File: config.mk
export PLATFORM = sky130hd
export DESIGN_NAME = clkcfg_i2c_slave
export DESIGN_NICKNAME = d
export VERILOG_FILES = /design/src/rtl/clkcfg_pkg.sv /design/src/rtl/clkcfg_sync.sv /design/src/rtl/clkcfg_dp.sv /design/src/rtl/clkcfg_ctrl.sv /design/src/rtl/clkcfg_i2c_slave.sv
export SDC_FILE = /design/constraint.sdc
export NUM_CORES = 1
export LEC_CHECK = 0
export BUFFER_PORTS_ARGS = -buffer_cell sky130_fd_sc_hd__buf_2
export CORE_ASPECT_RATIO = 1.4
export CORE_MARGIN = 3
export CORE_UTILIZATION = 40
export CTS_CLUSTER_SIZE = 8
export DETAILED_ROUTE_END_ITERATION = 16
export HOLD_SLACK_MARGIN = 0.08
export PLACE_DENSITY = 0.56
export SLEW_MARGIN = 40
export SYNTH_ARGS = -nofsm -noshare
export SYNTH_HDL_FRONTEND = slang
export SYNTH_HIERARCHICAL = 1
export SYNTH_SLANG_ARGS = --single-unit
File: constraint.sdc
create_clock -name clk -period 2.9 [get_ports clk]
set_input_delay 0 -clock clk [delete_from_list [all_inputs] [get_ports clk]]
set_output_delay 0 -clock clk [all_outputs]
set_load 0.05 [all_outputs]
File: src/rtl/clkcfg_pkg.sv
package clkcfg_pkg;

  typedef enum logic [2:0] {
    ST_IDLE,
    ST_ADDR,
    ST_ADDR_ACK,
    ST_RX,
    ST_RX_ACK,
    ST_TX,
    ST_TX_ACK,
    ST_WAIT
  } ctlState_t;

  typedef struct packed {
    logic shiftIn;   // sample SDA into receive shifter, count a bit
    logic bitClr;    // clear bit counter
    logic commitRx;  // received byte is complete: store/skip, advance index
    logic loadTx;    // load next outgoing byte, advance index
    logic shiftTx;   // move next outgoing bit to the MSB
    logic idxClr;    // new transfer: byte index back to zero
  } dpStrobe_t;

endpackage

File: src/rtl/clkcfg_sync.sv
module clkcfg_sync #(
  parameter int STAGES = 2
) (
  input  logic clk,
  input  logic rst_n,
  input  logic scl_i,
  input  logic sda_i,
  output logic sclS,
  output logic sdaS,
  output logic sclRise,
  output logic sclFall,
  output logic startDet,
  output logic stopDet
);
  logic [STAGES-1:0] sclQ, sdaQ;
  logic sclD, sdaD;

  always_ff @(posedge clk or negedge rst_n) begin
    if (!rst_n) begin
      sclQ <= '1;
      sdaQ <= '1;
      sclD <= 1'b1;
      sdaD <= 1'b1;
    end else begin
      sclQ <= {sclQ[STAGES-2:0], scl_i};
      sdaQ <= {sdaQ[STAGES-2:0], sda_i};
      sclD <= sclQ[STAGES-1];
      sdaD <= sdaQ[STAGES-1];
    end
  end

  assign sclS     = sclQ[STAGES-1];
  assign sdaS     = sdaQ[STAGES-1];
  assign sclRise  = sclS & ~sclD;
  assign sclFall  = ~sclS & sclD;
  assign startDet = sclS & sclD & sdaD & ~sdaS;
  assign stopDet  = sclS & sclD & ~sdaD & sdaS;
endmodule

File: src/rtl/clkcfg_dp.sv
module clkcfg_dp
  import clkcfg_pkg::*;
#(
  parameter int                    NUM_REGS    = 8,
  parameter logic [NUM_REGS*8-1:0] RESET_VALUE = 64'h0FFFFF5A00FF7EC3
) (
  input  logic                  clk,
  input  logic                  rst_n,
  input  dpStrobe_t             stb,
  input  logic                  sdaS,
  output logic [3:0]            bitCnt,
  output logic [7:0]            rxByte,
  output logic                  txMsb,
  output logic [NUM_REGS*8-1:0] cfgOut
);
  localparam int IDX_MAX = NUM_REGS + 2;
  localparam int IDX_W   = $clog2(IDX_MAX + 1);

  logic [IDX_W-1:0] byteIdx;
  logic [7:0]       txShift;
  logic [7:0]       txNext;
  logic [7:0]       regs [NUM_REGS];
  logic             idxFull;

  assign idxFull = (byteIdx == IDX_W'(IDX_MAX));

  always_ff @(posedge clk or negedge rst_n) begin
    if (!rst_n) begin
      bitCnt  <= '0;
      rxByte  <= '0;
      txShift <= 8'hFF;
      byteIdx <= '0;
    end else begin
      if (stb.bitClr)
        bitCnt <= '0;
      else if (stb.shiftIn)
        bitCnt <= bitCnt + 4'd1;
      if (stb.shiftIn)
        rxByte <= {rxByte[6:0], sdaS};
      if (stb.loadTx)
        txShift <= txNext;
      else if (stb.shiftTx)
        txShift <= {txShift[6:0], 1'b1};
      if (stb.idxClr)
        byteIdx <= '0;
      else if ((stb.commitRx || stb.loadTx) && !idxFull)
        byteIdx <= byteIdx + 1'b1;
    end
  end

  // Outgoing byte: count first, then the bank, then released line.
  always_comb begin
    txNext = 8'hFF;
    if (byteIdx == '0)
      txNext = 8'(NUM_REGS);
    for (int i = 0; i < NUM_REGS; i++)
      if (byteIdx == IDX_W'(i + 1))
        txNext = regs[i];
  end

  for (genvar g = 0; g < NUM_REGS; g++) begin : gReg
    always_ff @(posedge clk or negedge rst_n) begin
      if (!rst_n)
        regs[g] <= RESET_VALUE[8*g +: 8];
      else if (stb.commitRx && byteIdx == IDX_W'(g + 2))
        regs[g] <= rxByte;
    end
    assign cfgOut[8*g +: 8] = regs[g];
  end

  assign txMsb = txShift[7];
endmodule

File: src/rtl/clkcfg_ctrl.sv
module clkcfg_ctrl
  import clkcfg_pkg::*;
#(
  parameter logic [6:0] DEV_ADDR = 7'h6A
) (
  input  logic      clk,
  input  logic      rst_n,
  input  logic      sclRise,
  input  logic      sclFall,
  input  logic      startDet,
  input  logic      stopDet,
  input  logic [3:0] bitCnt,
  input  logic [7:0] rxByte,
  input  logic      txMsb,
  output dpStrobe_t stb,
  output logic      sdaOe,
  output ctlState_t state
);
  ctlState_t stateN;
  logic      isRead, isReadN;
  logic      byteDone;

  assign byteDone = sclFall && (bitCnt == 4'd8);

  always_comb begin
    stateN  = state;
    isReadN = isRead;
    stb     = '0;
    if (stopDet) begin
      stateN = ST_IDLE;
    end else if (startDet) begin
      stateN     = ST_ADDR;
      stb.bitClr = 1'b1;
    end else begin
      unique case (state)
        ST_ADDR: begin
          if (sclRise) stb.shiftIn = 1'b1;
          else if (byteDone) begin
            if (rxByte[7:1] == DEV_ADDR) begin
              isReadN    = rxByte[0];
              stb.idxClr = 1'b1;
              stateN     = ST_ADDR_ACK;
            end else begin
              stateN = ST_IDLE;
            end
          end
        end
        ST_ADDR_ACK: begin
          if (sclFall) begin
            stb.bitClr = 1'b1;
            if (isRead) begin
              stb.loadTx = 1'b1;
              stateN     = ST_TX;
            end else begin
              stateN = ST_RX;
            end
          end
        end
        ST_RX: begin
          if (sclRise) stb.shiftIn = 1'b1;
          else if (byteDone) begin
            stb.commitRx = 1'b1;
            stateN       = ST_RX_ACK;
          end
        end
        ST_RX_ACK: begin
          if (sclFall) begin
            stb.bitClr = 1'b1;
            stateN     = ST_RX;
          end
        end
        ST_TX: begin
          if (sclRise) stb.shiftIn = 1'b1;
          else if (byteDone) begin
            stb.bitClr = 1'b1;
            stateN     = ST_TX_ACK;
          end else if (sclFall) begin
            stb.shiftTx = 1'b1;
          end
        end
        ST_TX_ACK: begin
          if (sclRise) stb.shiftIn = 1'b1;
          else if (sclFall) begin
            if (!rxByte[0]) begin
              stb.bitClr = 1'b1;
              stb.loadTx = 1'b1;
              stateN     = ST_TX;
            end else begin
              stateN = ST_WAIT;
            end
          end
        end
        default: ;
      endcase
    end
  end

  always_ff @(posedge clk or negedge rst_n) begin
    if (!rst_n) begin
      state  <= ST_IDLE;
      isRead <= 1'b0;
    end else begin
      state  <= stateN;
      isRead <= isReadN;
    end
  end

  // Drive only in ACK slots and for zero bits of an outgoing byte.
  assign sdaOe = (state == ST_ADDR_ACK) || (state == ST_RX_ACK) ||
                 ((state == ST_TX) && !txMsb);
endmodule

File: src/rtl/clkcfg_i2c_slave.sv
module clkcfg_i2c_slave
  import clkcfg_pkg::*;
#(
  parameter int                    NUM_REGS    = 8,
  parameter logic [6:0]            DEV_ADDR    = 7'h6A,
  parameter int                    SYNC_STAGES = 2,
  parameter logic [NUM_REGS*8-1:0] RESET_VALUE = 64'h0FFFFF5A00FF7EC3
) (
  input  logic                  clk,
  input  logic                  rst_n,
  input  logic                  scl_i,
  input  logic                  sda_i,
  output logic                  sda_oe,
  output logic [NUM_REGS*8-1:0] cfg_out
);
  logic      sclS, sdaS, sclRise, sclFall, startDet, stopDet;
  logic [3:0] bitCnt;
  logic [7:0] rxByte;
  logic      txMsb;
  dpStrobe_t stb;
  ctlState_t ctlState;

  clkcfg_sync #(.STAGES(SYNC_STAGES)) u_sync (
    .clk(clk), .rst_n(rst_n), .scl_i(scl_i), .sda_i(sda_i),
    .sclS(sclS), .sdaS(sdaS), .sclRise(sclRise), .sclFall(sclFall),
    .startDet(startDet), .stopDet(stopDet)
  );

  clkcfg_ctrl #(.DEV_ADDR(DEV_ADDR)) u_ctrl (
    .clk(clk), .rst_n(rst_n), .sclRise(sclRise), .sclFall(sclFall),
    .startDet(startDet), .stopDet(stopDet), .bitCnt(bitCnt),
    .rxByte(rxByte), .txMsb(txMsb), .stb(stb), .sdaOe(sda_oe),
    .state(ctlState)
  );

  clkcfg_dp #(.NUM_REGS(NUM_REGS), .RESET_VALUE(RESET_VALUE)) u_dp (
    .clk(clk), .rst_n(rst_n), .stb(stb), .sdaS(sdaS), .bitCnt(bitCnt),
    .rxByte(rxByte), .txMsb(txMsb), .cfgOut(cfg_out)
  );
endmodule

==> flow_metrics.tcl <==
set metrics [dict create \
    path_class "reg2reg" \
    clock.fmax_mhz 408 \
    cts_root_buffer "clkbuf_16" \
    layout_common_cells "67 x buf_2, 56 x dfstp_2, 42 x dfrtp_1" \
    initial_core_util 0.411 \
    cts_setup_buffers 0 \
    cap_violations 0 \
    h-tree-depth 3 \
    numCtsBuffers 9 \
    die_x_um 102 \
    hold_violations 0 \
    ys_ff_latch 98 \
    netlist_instances 431 \
    cp_max_fo 16 \
    fin_crit_ns 2.45 \
    fin_hold_ws_ns 0.231 \
    fin_worst_skew_ns 0.00710 \
    die_h_um 140 \
    worstPathArrival_ns 2.71 \
    dp_slack_ns 0.474 \
    grt_start_max_net_pins 51 \
    ant_nets 0 \
    viasPerCell 5.49 \
    p_leak_nw 2.77 \
    cts_resized 0 \
    synthArstFlopShare 1.00 \
    die-area_mm2 0.0142 \
    finalSetupViolCount 0 \
    setup_ws_ns 0.446 \
    first_global_vias 3772 \
    yosysWarnings 6 \
    antenna_found_initial 0 \
    drtIter0Drc 241 \
    post_drt_wl_per_cell_um 20.1 \
    cp_common_cell "nor2_1" \
    clock_latency_ns 0.34 \
    max-vdd-ir-drop_uv 247 \
    outcome "completed" \
    slew_violations 0 \
    cp.required_ns 3.16 \
    worstPathCellList "and4b_1, nor2_1, buf_4, and4b_2, nor2b_1, nor2_1, a2111oi_0, a31oi_1" \
    r2r-end "u_dp/txShift[7]" \
    worstSetupEndpointType "flip-flop" \
    drt_wl_total_um 13100 \
    grt-ovfl-total 0 \
    tns_ns 0 \
    cts_tree "done" \
    syn2layout_area_growth_pct 15.9 \
    powerDensity_mw_per_mm2 511 \
    cp_num_cells 8 \
    gp_congestion 0.810 \
    netlist_area_mm2 0.00511 \
    syn_nets 440 \
    port_buffers 68 \
    drive_above_1_share 0.476 \
    ys.flop_type "dfstp_2" \
    nets 504 \
    r2r_cells 8 \
    cpPeakStageDelay_ns 0.56 \
    cts.hold.buffers_added 3 \
    hpwl_um 9220 \
    antenna_cells 0 \
    crit_slowest_cell "dfstp_2" \
    critPathBufInv 1 \
    fp-row-count 48 \
    layout_commonest_cell "buf_2" \
    synth-edff-count 0 \
    relSlewSlack 0.535 \
    reg2reg_slack_ns 0.45 \
    worstMarginPinSlew_ns 0.698 \
    rsz0062_at_grt "false" \
    nFillCells 1128 \
    cts_max_path_buffers 2 \
    cts.sinks 98 \
    post-route-drc-count 0 \
    coreArea_mm2 0.0124 \
    num_vias 3568 \
    multiInputGateArea_mm2 0.00240 \
    drt_pass1_iterations 4 \
    path_clk_slew_ns 0.07 \
    grt_usage 0.192 \
    ys_types 57 \
    postSynthAreaPerCell_um2 11.9 \
    r2r_start "u_sync/sdaQ[1]" \
    ff_latch_area_mm2 0.00252 \
    hold_class "in2async" \
    yosysSeqAreaShare 0.494 \
    cp-start-kind "flip-flop" \
    min_period_over_period 0.846 \
    io_pins 69 \
    crit_family "simple AND/OR/NAND/NOR gates" \
    grt_pass1_wl_um 20900 \
    final_util 0.476 \
]
worst reg2reg max path: stages, from the launching register on:
cell,delay [ns]
dfstp_2,0.56
and4b_1,0.21
nor2_1,0.18
buf_4,0.18
and4b_2,0.42
nor2b_1,0.21
nor2_1,0.05
a2111oi_0,0.42
a31oi_1,0.14
stage by stage:
stage | total power [W] | cell area, um^2 | instances
after floorplan | 0.00172 | 5110 | 431
after detailed placement | 0.00185 | 5590 | 631
final | 0.00302 | 5920 | 650
after global routing | 0.00316 | 5920 | 650
after CTS | 0.00307 | 5920 | 650
after global placement | 0.00184 | 5590 | 631
registers in the layout (all words and copies together), names as in the netlist:
register	count
u_ctrl/state	3
u_dp/byteIdx	4
u_dp/txShift	8
u_dp/bitCnt	4
u_sync/sclD	1
u_dp/cfgOut	64
u_sync/sdaD	1
u_sync/sclQ	2
u_ctrl/isRead	1
u_sync/sdaQ	2
u_dp/rxByte	8
power by group:
group          internal (W)  switching (W)  total [W]
Clock              0.000693       0.000512    0.00121
Sequential          0.00144       0.000207    0.00165
Combinational     0.0000922      0.0000751   0.000167
logic make-up (layout without fill, tap and decap cells):
group,after synthesis,after routing,synth area share
AO/OA/AOI/OAI,72,72,0.0968
XOR/XNOR,7,7,0.0120
adder cells (fa/ha/maj),5,5,0.0122
buffers and inverters,38,107,0.0355
flip-flops,98,98,0.494
multiplexers,76,76,0.190
AND/OR/NAND/NOR,135,135,0.159
final cells by class:
class                   count  area share
clock inverters             6      0.0110
multi-input cells         295       0.406
inverters                   9     0.00571
repair buffers             82      0.0791
clock buffers              10      0.0404
flip-flops and latches     98       0.426
well taps                 150      0.0317
per-layer routing:
layer  up-vias  part of all wire  GRT usage
met3         8             0.039     0.0321
met4         0             0.010     0.0651
met5         -                 0          0
met1      1801              0.41      0.241
li1       1677                 -          -
met2        82              0.54      0.330
how the worst max path moves through the flow:
stage / startpoint / to / slack, ns
2_1_floorplan: u_sync/sdaD / u_dp/cfgOut[24] / 0.47
3_3_place_gp: u_sync/sdaQ[1] / u_dp/cfgOut[2] / 0.54
3_5_place_dp: u_sync/sdaQ[1] / u_dp/txShift[7] / 0.47
4_1_cts: u_sync/sdaQ[1] / u_dp/txShift[7] / 0.43
5_1_grt: u_sync/sclD / u_dp/txShift[5] / 0.17
6_report: u_sync/sdaQ[1] / u_dp/txShift[7] / 0.45
cells in the mapped netlist (4+ instances only):
cell	instances	area, um^2
a2111oi_0	5	43.8
a21oi_1	23	115
a31oi_1	10	62.6
and3_1	8	50.1
buf_1	7	26.3
buf_2	10	50.1
clkbuf_1	8	30.0
dfrtp_1	42	1050
dfstp_2	56	1470
ha_1	5	62.6
inv_1	9	33.8
mux2_2	40	450
mux2_4	32	480
nand2_1	28	105
nand2_8	4	80.1
nor2_1	38	143
nor2b_1	19	119
nor3b_1	9	67.6
o21ai_0	4	20.0
o22ai_1	7	43.8
o31ai_1	9	67.6
xor2_1	4	35.0
No activity file was read; power rests on OpenSTA's default activity.
